**src/rtl/dlc_pkg.sv**
```systemverilog
package dlc_pkg;
    localparam int NUM_EV = 11;
    localparam int EV_W   = 4;
    localparam int ST_W   = 3;

    typedef enum logic [ST_W-1:0] {
        ST_DOWN    = 3'd0,
        ST_STARTUP = 3'd1,
        ST_IDLE    = 3'd2,
        ST_SWCLEAN = 3'd3,
        ST_HWCLEAN = 3'd4,
        ST_HALT    = 3'd5,
        ST_RUN     = 3'd6
    } st_e;

    typedef enum logic [EV_W-1:0] {
        EV_GO_DOWN    = 4'd0,
        EV_GO_START   = 4'd1,
        EV_HW_STARTED = 4'd2,
        EV_GO_RUN     = 4'd3,
        EV_SW_CLEANED = 4'd4,
        EV_HW_CLEANED = 4'd5,
        EV_HW_HALTED  = 4'd6,
        EV_GO_IDLE    = 4'd7,
        EV_ERR_A      = 4'd8,
        EV_ERR_B      = 4'd9,
        EV_TICK       = 4'd10,
        EV_NONE       = 4'd15
    } ev_e;

    typedef struct packed {
        logic hw_start;
        logic hw_clean;
        logic sw_clean;
        logic teardown;
    } act_t;

    typedef struct packed {
        logic enable;
        logic irq_en;
        logic halt;
        logic drain;
    } ctl_t;
endpackage

```
**src/rtl/dlc_ev_decode.sv**
```systemverilog
module dlc_ev_decode
    import dlc_pkg::*;
#(
    parameter int N = NUM_EV,
    parameter int W = EV_W
) (
    input  logic [N-1:0] ev_vec,
    output logic         ev_valid,
    output ev_e          ev_code
);
    logic [N-1:0][W-1:0] idx_terms;
    logic [W-1:0]        idx_or;

    // each set bit contributes its own index; valid only when one bit is set
    for (genvar g = 0; g < N; g++) begin : g_term
        assign idx_terms[g] = ev_vec[g] ? W'(g) : '0;
    end

    always_comb begin
        idx_or = '0;
        for (int i = 0; i < N; i++) begin
            idx_or = idx_or | idx_terms[i];
        end
    end

    assign ev_valid = $onehot(ev_vec);
    assign ev_code  = ev_valid ? ev_e'(idx_or) : EV_NONE;
endmodule

```
**src/rtl/dlc_fsm.sv**
```systemverilog
module dlc_fsm
    import dlc_pkg::*;
(
    input  logic clk,
    input  logic rst_n,
    input  logic ev_valid,
    input  ev_e  ev_code,
    output st_e  state,
    output logic run_flag,
    output act_t act,
    output logic moved,
    output st_e  from_state
);
    st_e  nxt_state;
    logic nxt_flag;
    act_t nxt_act;

    always_comb begin
        nxt_state = state;
        nxt_flag  = run_flag;
        nxt_act   = '0;
        if (ev_valid) begin
            if (ev_code == EV_GO_RUN)  nxt_flag = 1'b1;
            if (ev_code == EV_GO_IDLE) nxt_flag = 1'b0;
            unique case (state)
                ST_DOWN: begin
                    if (ev_code == EV_GO_START || ev_code == EV_GO_RUN) begin
                        nxt_state = ST_STARTUP;
                    end else if (ev_code == EV_SW_CLEANED) begin
                        nxt_act.teardown = 1'b1;
                    end
                end
                ST_STARTUP: begin
                    if (ev_code == EV_HW_STARTED) begin
                        nxt_state = run_flag ? ST_RUN : ST_IDLE;
                    end else if (ev_code == EV_GO_DOWN) begin
                        nxt_state        = ST_DOWN;
                        nxt_act.teardown = 1'b1;
                    end
                end
                ST_IDLE: begin
                    if (ev_code == EV_GO_RUN) begin
                        nxt_state = ST_RUN;
                    end else if (ev_code == EV_GO_DOWN) begin
                        nxt_state        = ST_DOWN;
                        nxt_act.teardown = 1'b1;
                    end
                end
                ST_SWCLEAN: begin
                    if (ev_code == EV_SW_CLEANED) begin
                        nxt_state        = ST_STARTUP;
                        nxt_act.hw_start = 1'b1;
                    end else if (ev_code == EV_GO_DOWN) begin
                        nxt_state = ST_DOWN;
                    end
                end
                ST_HWCLEAN: begin
                    if (ev_code == EV_HW_CLEANED) begin
                        nxt_state        = ST_SWCLEAN;
                        nxt_act.sw_clean = 1'b1;
                    end else if (ev_code == EV_GO_DOWN) begin
                        nxt_state        = ST_DOWN;
                        nxt_act.sw_clean = 1'b1;
                    end
                end
                ST_HALT: begin
                    if (ev_code == EV_HW_HALTED) begin
                        nxt_state        = ST_HWCLEAN;
                        nxt_act.hw_clean = 1'b1;
                    end else if (ev_code == EV_GO_DOWN) begin
                        nxt_state        = ST_DOWN;
                        nxt_act.sw_clean = 1'b1;
                    end
                end
                ST_RUN: begin
                    unique case (ev_code)
                        EV_GO_DOWN: begin
                            nxt_state        = ST_DOWN;
                            nxt_act.sw_clean = 1'b1;
                        end
                        EV_HW_HALTED, EV_ERR_A: begin
                            nxt_state        = ST_SWCLEAN;
                            nxt_act.sw_clean = 1'b1;
                        end
                        EV_GO_IDLE, EV_ERR_B: begin
                            nxt_state = ST_HALT;
                        end
                        default: ;
                    endcase
                end
                default: nxt_state = ST_DOWN;
            endcase
        end
    end

    always_ff @(posedge clk or negedge rst_n) begin
        if (!rst_n) begin
            state    <= ST_DOWN;
            run_flag <= 1'b0;
            act      <= '0;
        end else begin
            state    <= nxt_state;
            run_flag <= nxt_flag;
            act      <= nxt_act;
        end
    end

    assign moved      = (nxt_state != state);
    assign from_state = state;
endmodule

```
**src/rtl/dlc_ctl_decode.sv**
```systemverilog
module dlc_ctl_decode
    import dlc_pkg::*;
(
    input  st_e  state,
    output ctl_t ctl
);
    always_comb begin
        ctl = '0;
        unique case (state)
            ST_RUN: begin
                ctl.enable = 1'b1;
                ctl.irq_en = 1'b1;
            end
            ST_HALT: begin
                ctl.halt  = 1'b1;
                ctl.drain = 1'b1;
            end
            ST_HWCLEAN, ST_SWCLEAN: ctl.halt = 1'b1;
            ST_DOWN, ST_STARTUP, ST_IDLE: ctl = '0;
            default: ctl = '0;
        endcase
    end
endmodule

```
**src/rtl/dlc_debug.sv**
```systemverilog
module dlc_debug
    import dlc_pkg::*;
(
    input  logic clk,
    input  logic rst_n,
    input  logic ev_valid,
    input  ev_e  ev_code,
    input  logic moved,
    input  st_e  from_state,
    output ev_e  last_ev,
    output st_e  prev_state
);
    always_ff @(posedge clk or negedge rst_n) begin
        if (!rst_n) begin
            last_ev    <= EV_NONE;
            prev_state <= ST_DOWN;
        end else begin
            if (ev_valid) last_ev    <= ev_code;
            if (moved)    prev_state <= from_state;
        end
    end
endmodule

```
**src/rtl/dma_life_ctl.sv**
```systemverilog
module dma_life_ctl
    import dlc_pkg::*;
(
    input  logic              clk,
    input  logic              rst_n,
    input  logic [NUM_EV-1:0] ev_i,
    output logic [ST_W-1:0]   state_o,
    output logic              run_req_o,
    output logic              ctl_enable_o,
    output logic              ctl_irq_en_o,
    output logic              ctl_halt_o,
    output logic              ctl_drain_o,
    output logic              act_hw_start_o,
    output logic              act_hw_clean_o,
    output logic              act_sw_clean_o,
    output logic              act_teardown_o,
    output logic [EV_W-1:0]   last_ev_o,
    output logic [ST_W-1:0]   prev_state_o
);
    logic ev_valid;
    ev_e  ev_code;
    st_e  state;
    logic run_flag;
    act_t act;
    logic moved;
    st_e  from_state;
    ctl_t ctl;
    ev_e  last_ev;
    st_e  prev_state;

    dlc_ev_decode #(.N(NUM_EV), .W(EV_W)) u_dec (
        .ev_vec   (ev_i),
        .ev_valid (ev_valid),
        .ev_code  (ev_code)
    );

    dlc_fsm u_fsm (
        .clk        (clk),
        .rst_n      (rst_n),
        .ev_valid   (ev_valid),
        .ev_code    (ev_code),
        .state      (state),
        .run_flag   (run_flag),
        .act        (act),
        .moved      (moved),
        .from_state (from_state)
    );

    dlc_ctl_decode u_ctl (
        .state (state),
        .ctl   (ctl)
    );

    dlc_debug u_dbg (
        .clk        (clk),
        .rst_n      (rst_n),
        .ev_valid   (ev_valid),
        .ev_code    (ev_code),
        .moved      (moved),
        .from_state (from_state),
        .last_ev    (last_ev),
        .prev_state (prev_state)
    );

    assign state_o        = state;
    assign run_req_o      = run_flag;
    assign ctl_enable_o   = ctl.enable;
    assign ctl_irq_en_o   = ctl.irq_en;
    assign ctl_halt_o     = ctl.halt;
    assign ctl_drain_o    = ctl.drain;
    assign act_hw_start_o = act.hw_start;
    assign act_hw_clean_o = act.hw_clean;
    assign act_sw_clean_o = act.sw_clean;
    assign act_teardown_o = act.teardown;
    assign last_ev_o      = last_ev;
    assign prev_state_o   = prev_state;
endmodule

```
**config.mk**
```make
export PLATFORM = sky130hd
export DESIGN_NAME = dma_life_ctl
export DESIGN_NICKNAME = d
export VERILOG_FILES = /design/src/rtl/dlc_pkg.sv /design/src/rtl/dlc_ev_decode.sv /design/src/rtl/dlc_fsm.sv /design/src/rtl/dlc_ctl_decode.sv /design/src/rtl/dlc_debug.sv /design/src/rtl/dma_life_ctl.sv
export SDC_FILE = /design/constraint.sdc
export NUM_CORES = 1
export LEC_CHECK = 0
export ABC_CLOCK_PERIOD_IN_PS = 3300
export BUFFER_PORTS_ARGS = -buffer_cell sky130_fd_sc_hd__buf_4
export CAP_MARGIN = 40
export CORE_MARGIN = 4
export CORE_UTILIZATION = 30
export CTS_CLUSTER_SIZE = 12
export DETAILED_ROUTE_END_ITERATION = 6
export MAX_ROUTING_LAYER = met4
export PLACE_DENSITY = 0.5
export SKIP_LAST_GASP = 1
export SLEW_MARGIN = 20
export SYNTH_ARGS = -nofsm -noshare
export SYNTH_HDL_FRONTEND = slang
export SYNTH_HIERARCHICAL = 1
export SYNTH_SLANG_ARGS = --single-unit
export TNS_END_PERCENT = 20
```
**constraint.sdc**
```tcl
create_clock -name clk -period 3.3 [get_ports clk]
set_clock_uncertainty 0.1 [all_clocks]
set_input_delay 0.66 -clock clk [delete_from_list [all_inputs] [get_ports clk]]
set_output_delay 0.66 -clock clk [all_outputs]
set_load 0.005 [all_outputs]
```
Yosys cells after proc, flatten, opt, wreduce, memory -nomap -nowiden. Index checks and enable logic that the tools add are counted.

$add $sub $neg: 10. Equal/unequal tests: 17. Multiplexer cells: 41. Bitwise operators: 9. Reductions and logical operators: 9.

Operator list (count): $mux 3 (13); $or 4x4->4 (9); $pmux 3 s7 (1); $mux 4 (5); $add 4x4->4 (4); $eq 4x3->1 const B (4); $mux 1 (16); $add 1x1->2 (5); $eq 3x3->1 const B (3); $pmux 3 s3 (1); $eq 4x1->1 const B (2); $eq 4x2->1 const B (2); $eq 4x4->1 const B (2); $eq 3x2->1 const B (2); $mux 2 (3); $pmux 1 s3 (2); $reduce_or 3->1 (2); $add 4x1->4 (1); $logic_not 4->1 (1); $reduce_or 2->1 (2); $eq 3x1->1 const B (1); $logic_not 3->1 (1); $ne 3x3->1 (1); $reduce_and 2->1 (1); other kinds (2) (2).

Bits in registers: 15. Input bits: 13. Output and inout port bits: 19.

Longest topological paths before layout.
Word-level depth: 17. Gate-level depth with buffers: 19. Depth with buffers taken out: 17.

Modules after synthesis. The synthesis kept the hierarchy.

Modules (own cells, without submodules): dlc_fsm (instances 1, cells each 98, area each 780.7 sq um, sequential area each 200.2 sq um); dlc_ev_decode (instances 1, cells each 33, area each 309.0 sq um, sequential area each 0.0 sq um); dlc_debug (instances 1, cells each 14, area each 259.0 sq um, sequential area each 180.2 sq um); dlc_ctl_decode (instances 1, cells each 6, area each 38.8 sq um, sequential area each 0.0 sq um).

Worst setup path after synthesis. OpenSTA, ideal clock, no wires.

Kind: input port to flip-flop. Start point: input ev_i[0]. End point: register u_dbg.prev_state[0]. Setup time: 0.125 ns. Data arrival time: 5.255 ns. Required time: 3.075 ns. Path slack: -2.179 ns. Stages on the path: 19. Path through: fa_1 > fa_1 > inv_1 > fa_1 > inv_1 > fa_1 > inv_1 > fa_1 > and3b_1 > o211ai_1 > nand4b_1 > buf_6 > buf_2 > nor2_1 > o21a_1 > o21ai_0 > mux2_2 > a41oi_1 > mux2_2.

Cells in the longest elaborated chain, start to end: 12. Elaborated cells between the ends (all ways): 30. Those cells by class: add/sub: 4; eq/ne: 11; mux: 11; reduce/logical: 4.

Ends and longest elaborated chain: from (decl) (RTL line dma_life_ctl.sv:6) `input logic [NUM_EV-1:0] ev_i,`; $add 1x1->2 (implied by the code) (*) (RTL line dlc_ev_decode.sv:26) `assign ev_valid = $onehot(ev_vec);`; $add 4x4->4 (implied by the code) (*) (3 in a row) (RTL line dlc_ev_decode.sv:26); $eq 4x1->1 (*) (RTL line dlc_ev_decode.sv:26); $mux 4 (*) (RTL line dlc_ev_decode.sv:27) `assign ev_code = ev_valid ? ev_e'(idx_or) : EV_NONE;`; via ev_code[2] (RTL line dma_life_ctl.sv:21) `ev_e ev_code;`; $eq 4x4->1, or another cell as far along (RTL line dlc_fsm.sv:76) `unique case (ev_code)`; $reduce_or 2->1, or another cell as far along (RTL line dlc_fsm.sv:76); $pmux 3 s3, or another cell as far along (RTL line dlc_fsm.sv:76); $pmux 3 s7 (*) (RTL line dlc_fsm.sv:25) `unique case (state)`; $mux 3 (*) (RTL line dlc_fsm.sv:22) `if (ev_valid) begin`; $ne 3x3->1 (*) (RTL line dlc_fsm.sv:108) `assign moved = (nxt_state != state);`; via moved (RTL line dma_life_ctl.sv:25) `logic moved;`; to (signal assigned) (RTL line dlc_debug.sv:19) `if (moved) prev_state <= from_state;`; to (decl) (RTL line dlc_debug.sv:11) `output st_e prev_state`.

Mark *: on every way through the listed nets, which the timed path passes. The rest lies on a longest branch. A chain may end at the register's enable or synchronous reset.

Final worst setup path. Ends and elaborated chain as after synthesis.

==> impl_metrics.json <==
{
  "status": "finished, violations left",
  "violations": "setup timing",
  "clkPwrFrac_pct": 24.4,
  "ys_seq_elements": 15,
  "path_clk_slew_ns": 0.06,
  "multiInputGateArea_um2": 925.9,
  "grt_overflow": 0,
  "first_pass_iters": 4,
  "root_buffer": "clkbuf_8",
  "fmax_mhz": 185.9,
  "cpPeakStageDelay_ns": 0.56,
  "wl_met3_um": 139,
  "placed_area_mm2": 0.001899,
  "core_area_mm2": 0.004414,
  "power_leakage_nw": 0.9598,
  "fin_area_mm2": 0.002039,
  "pre_cts_slack_ns": -2.436,
  "numCtsBuffers": 3,
  "ys_warn_count": 6,
  "pwr_density_cell_mw_per_mm2": 294.9,
  "dp_hpwl_mm": 2.898,
  "maxCapViolCount": 0,
  "die_w_um": 76.01,
  "wl_met2_mm": 1.797,
  "synthArstFlopShare_pct": 100.0,
  "hold_viol_final": 0,
  "hp-class": "input pin to asynchronous set/reset pin",
  "wirelength_met1_mm": 1.629,
  "path_cells": "buf_6, fa_1, fa_1, inv_1, fa_1, inv_1, fa_2, inv_2, fa_1, a211oi_2, o211ai_1, or4_4, or4b_4, a21oi_2, a21o_1, o221ai_2, a41oi_2, mux2_2",
  "antenna_found_initial": 0,
  "period_needed_ns": 5.380,
  "post_drt_wl_per_cell_um": 13.43,
  "antenna_cells": 0,
  "grt_pass1_vias": 1398,
  "drive_above_1_share_pct": 49.31,
  "via_count": 1363,
  "synth_area_mm2": 0.001388,
  "fillers": 429,
  "ys_types": 51,
  "ant_nets": 0,
  "io_buffer_count": 31,
  "path_buf_inv": 4,
  "synth-seq-area-share_pct": 27.41,
  "htree_num_levels": 1,
  "switching_share_pct": 30.67,
  "required_ns": 3.34,
  "worstMarginPinSlew_ns": 0.6721,
  "num_rows": 24,
  "place_congestion": 0.8957,
  "reg2reg_depth": 6,
  "seq_power_share_pct": 34.1,
  "combPwrFrac_pct": 41.5,
  "crit_slowest_cell": "or4b_4",
  "maxSlewHeadroom_pct": 55.20,
  "io_pins": 32,
  "path_max_fanout": 5,
  "initial_core_util_pct": 31.43,
  "via_per_inst": 5.067,
  "layout.nets": 242,
  "clock-sinks": 15,
  "holdBufCountCts": 0,
  "power_w": 0.0006014,
  "fin_ws_ns": -2.080,
  "finalSetupViolations": 15,
  "path_class": "input pin to register",
  "seqCellArea_um2": 380.4,
  "highest_layer": "met4",
  "drt_wl_total_mm": 3.614,
  "clkLatencyLatePin_ns": 0.25,
  "p_switching_w": 0.0001844,
  "synth_edf_count": 0,
  "fin_crit_sh_pct": 163.0,
  "grt_pass1_wl_mm": 6.327,
  "arrival_ns": 5.41,
  "synth_cells": 151,
  "rsz0062_at_grt": "yes",
  "grt_max_degree": 22,
  "worstReg2RegEnd": "u_dbg/prev_state[1]",
  "irDropWorstVdd_v": 0.0002781,
  "cp_common_cell": "fa_1",
  "p_int_w": 0.0004170,
  "synth.avg_cell_area_um2": 9.189,
  "syn_nets": 175,
  "final.setup.tns_ns": -21.35,
  "end_kind": "register",
  "hold_ws_ns": 0.1484,
  "grt_usage_pct": 13.28,
  "cts_buffer_depth": 2,
  "area_growth_pct": 46.98,
  "final_cell_mix": "buf_4 (73), inv_1 (13), nand2_1 (11), nor2_1 (11), dfrtp_1 (11)",
  "drc_errors": 0,
  "r2r-start": "u_fsm/from_state[1]",
  "timing.reg2reg.setup_slack_ns": 0.77,
  "slew_viol_final": 0,
  "drtIter0Drc": 85,
  "yosys_most_used_dff": "dfrtp_1",
  "final_common_cell": "buf_4",
  "dieArea_mm2": 0.005778,
  "startpoint_type": "input pin",
  "die_y_um": 76.01,
  "cts_tree": "done",
  "critPathTopFamily": "adder cells"
}
==> metal layers <==
layer / up-vias / GRT usage, %
met5: - / -
met2: 33 / 22.26
met4: 0 / 4.626
met1: 657 / 16.08
met3: 6 / 2.128
li1: 667 / -
==> logic make-up (layout without fill, tap and decap cells) <==
group / after synthesis / in the layout / synth area share (%)
and+or+nand+nor: 58 / 58 / 24.62
AOI/OAI and AO/OA: 27 / 27 / 14.88
adders and majority gates: 11 / 11 / 13.71
muxes: 10 / 10 / 8.025
DFF: 15 / 15 / 27.41
buffers and inverters: 27 / 93 / 9.468
xor gates and xnor gates: 3 / 3 / 1.894
==> worst register-to-register path, stage by stage, from the launching register on <==
cell      delay (ns)
dfrtp_1         0.77
inv_1           0.27
nor4b_1         0.42
o41ai_2         0.12
o221ai_2        0.21
a41oi_2         0.19
mux2_4          0.33
==> how the worst max path moves through the flow <==
stage	startpoint	end	slack (ns)	depth (start not counted)
2_1_floorplan	ev_i[0]	u_dbg/prev_state[0]	-1.98	17
3_3_place_gp	ev_i[0]	u_dbg/prev_state[2]	-2.39	18
3_5_place_dp	ev_i[0]	u_dbg/prev_state[0]	-2.44	18
4_1_cts	ev_i[0]	u_dbg/prev_state[0]	-2.07	18
5_1_grt	ev_i[0]	u_dbg/prev_state[2]	-2.30	18
6_report	ev_i[0]	u_dbg/prev_state[0]	-2.08	18
==> per-stage QoR <==
stage | cells | utilization, %
5_1_grt | 269 | 46.20
3_5_place_dp | 257 | 43.03
3_3_place_gp | 257 | 43.03
6_report | 269 | 46.20
4_1_cts | 269 | 46.09
2_1_floorplan | 151 | -
==> repair_timing <==
action,CTS,global route
setup buffers,8,0
setup endpoints to repair,15,15
gates resized for setup,8,1
==> state kept, by name, summed over array words and instances, names as in the netlist <==
name	count
u_dbg/last_ev	4
u_fsm/act	4
u_dbg/prev_state	3
u_fsm/from_state	3
u_fsm/run_flag	1
==> synthesized netlist by cell type, drive strengths merged (2+ instances only) <==
| master | instances | area (um^2) |
|---|---|---|
| nor2b | 3 | 18.77 |
| o211ai | 2 | 15.01 |
| or3b | 2 | 17.52 |
| a21oi | 3 | 15.01 |
| buf | 9 | 63.81 |
| nand2b | 3 | 18.77 |
| o21ai | 4 | 20.02 |
| or3 | 3 | 18.77 |
| nor2 | 11 | 41.29 |
| mux2 | 9 | 101.4 |
| fa | 7 | 140.1 |
| nor4 | 2 | 12.51 |
| inv | 14 | 52.55 |
| dfstp | 4 | 105.1 |
| nand3b | 2 | 15.01 |
| o21a | 2 | 15.01 |
| and3b | 2 | 18.77 |
| nand2 | 11 | 41.29 |
| ha | 4 | 50.05 |
| or4 | 3 | 22.52 |
| nor3 | 3 | 15.01 |
| xnor2 | 2 | 17.52 |
| a21o | 2 | 15.01 |
| or4b | 2 | 20.02 |
| clkbuf | 4 | 15.01 |
| dfrtp | 11 | 275.3 |
| a211o | 2 | 17.52 |
| nand3 | 5 | 25.02 |
==> power by group through the flow <==
stage               logic [W]  registers (W)  clock network [W]
finish               0.000250       0.000205           0.000147
global route         0.000285       0.000206           0.000159
CTS                  0.000250       0.000205           0.000153
detailed placement   0.000234       0.000208                  0
global placement     0.000232       0.000207                  0
floorplan            0.000131       0.000207                  0
==> layout make-up <==
cell class                 instances  area share, %
sequential                        15          18.65
tap                               52          3.190
clock buffer                       4          2.209
multi-input combinational        109          45.40
inverter                          14          2.577
timing repair buffer              75          27.98
Note: power is estimated with default switching activity, not from simulation.
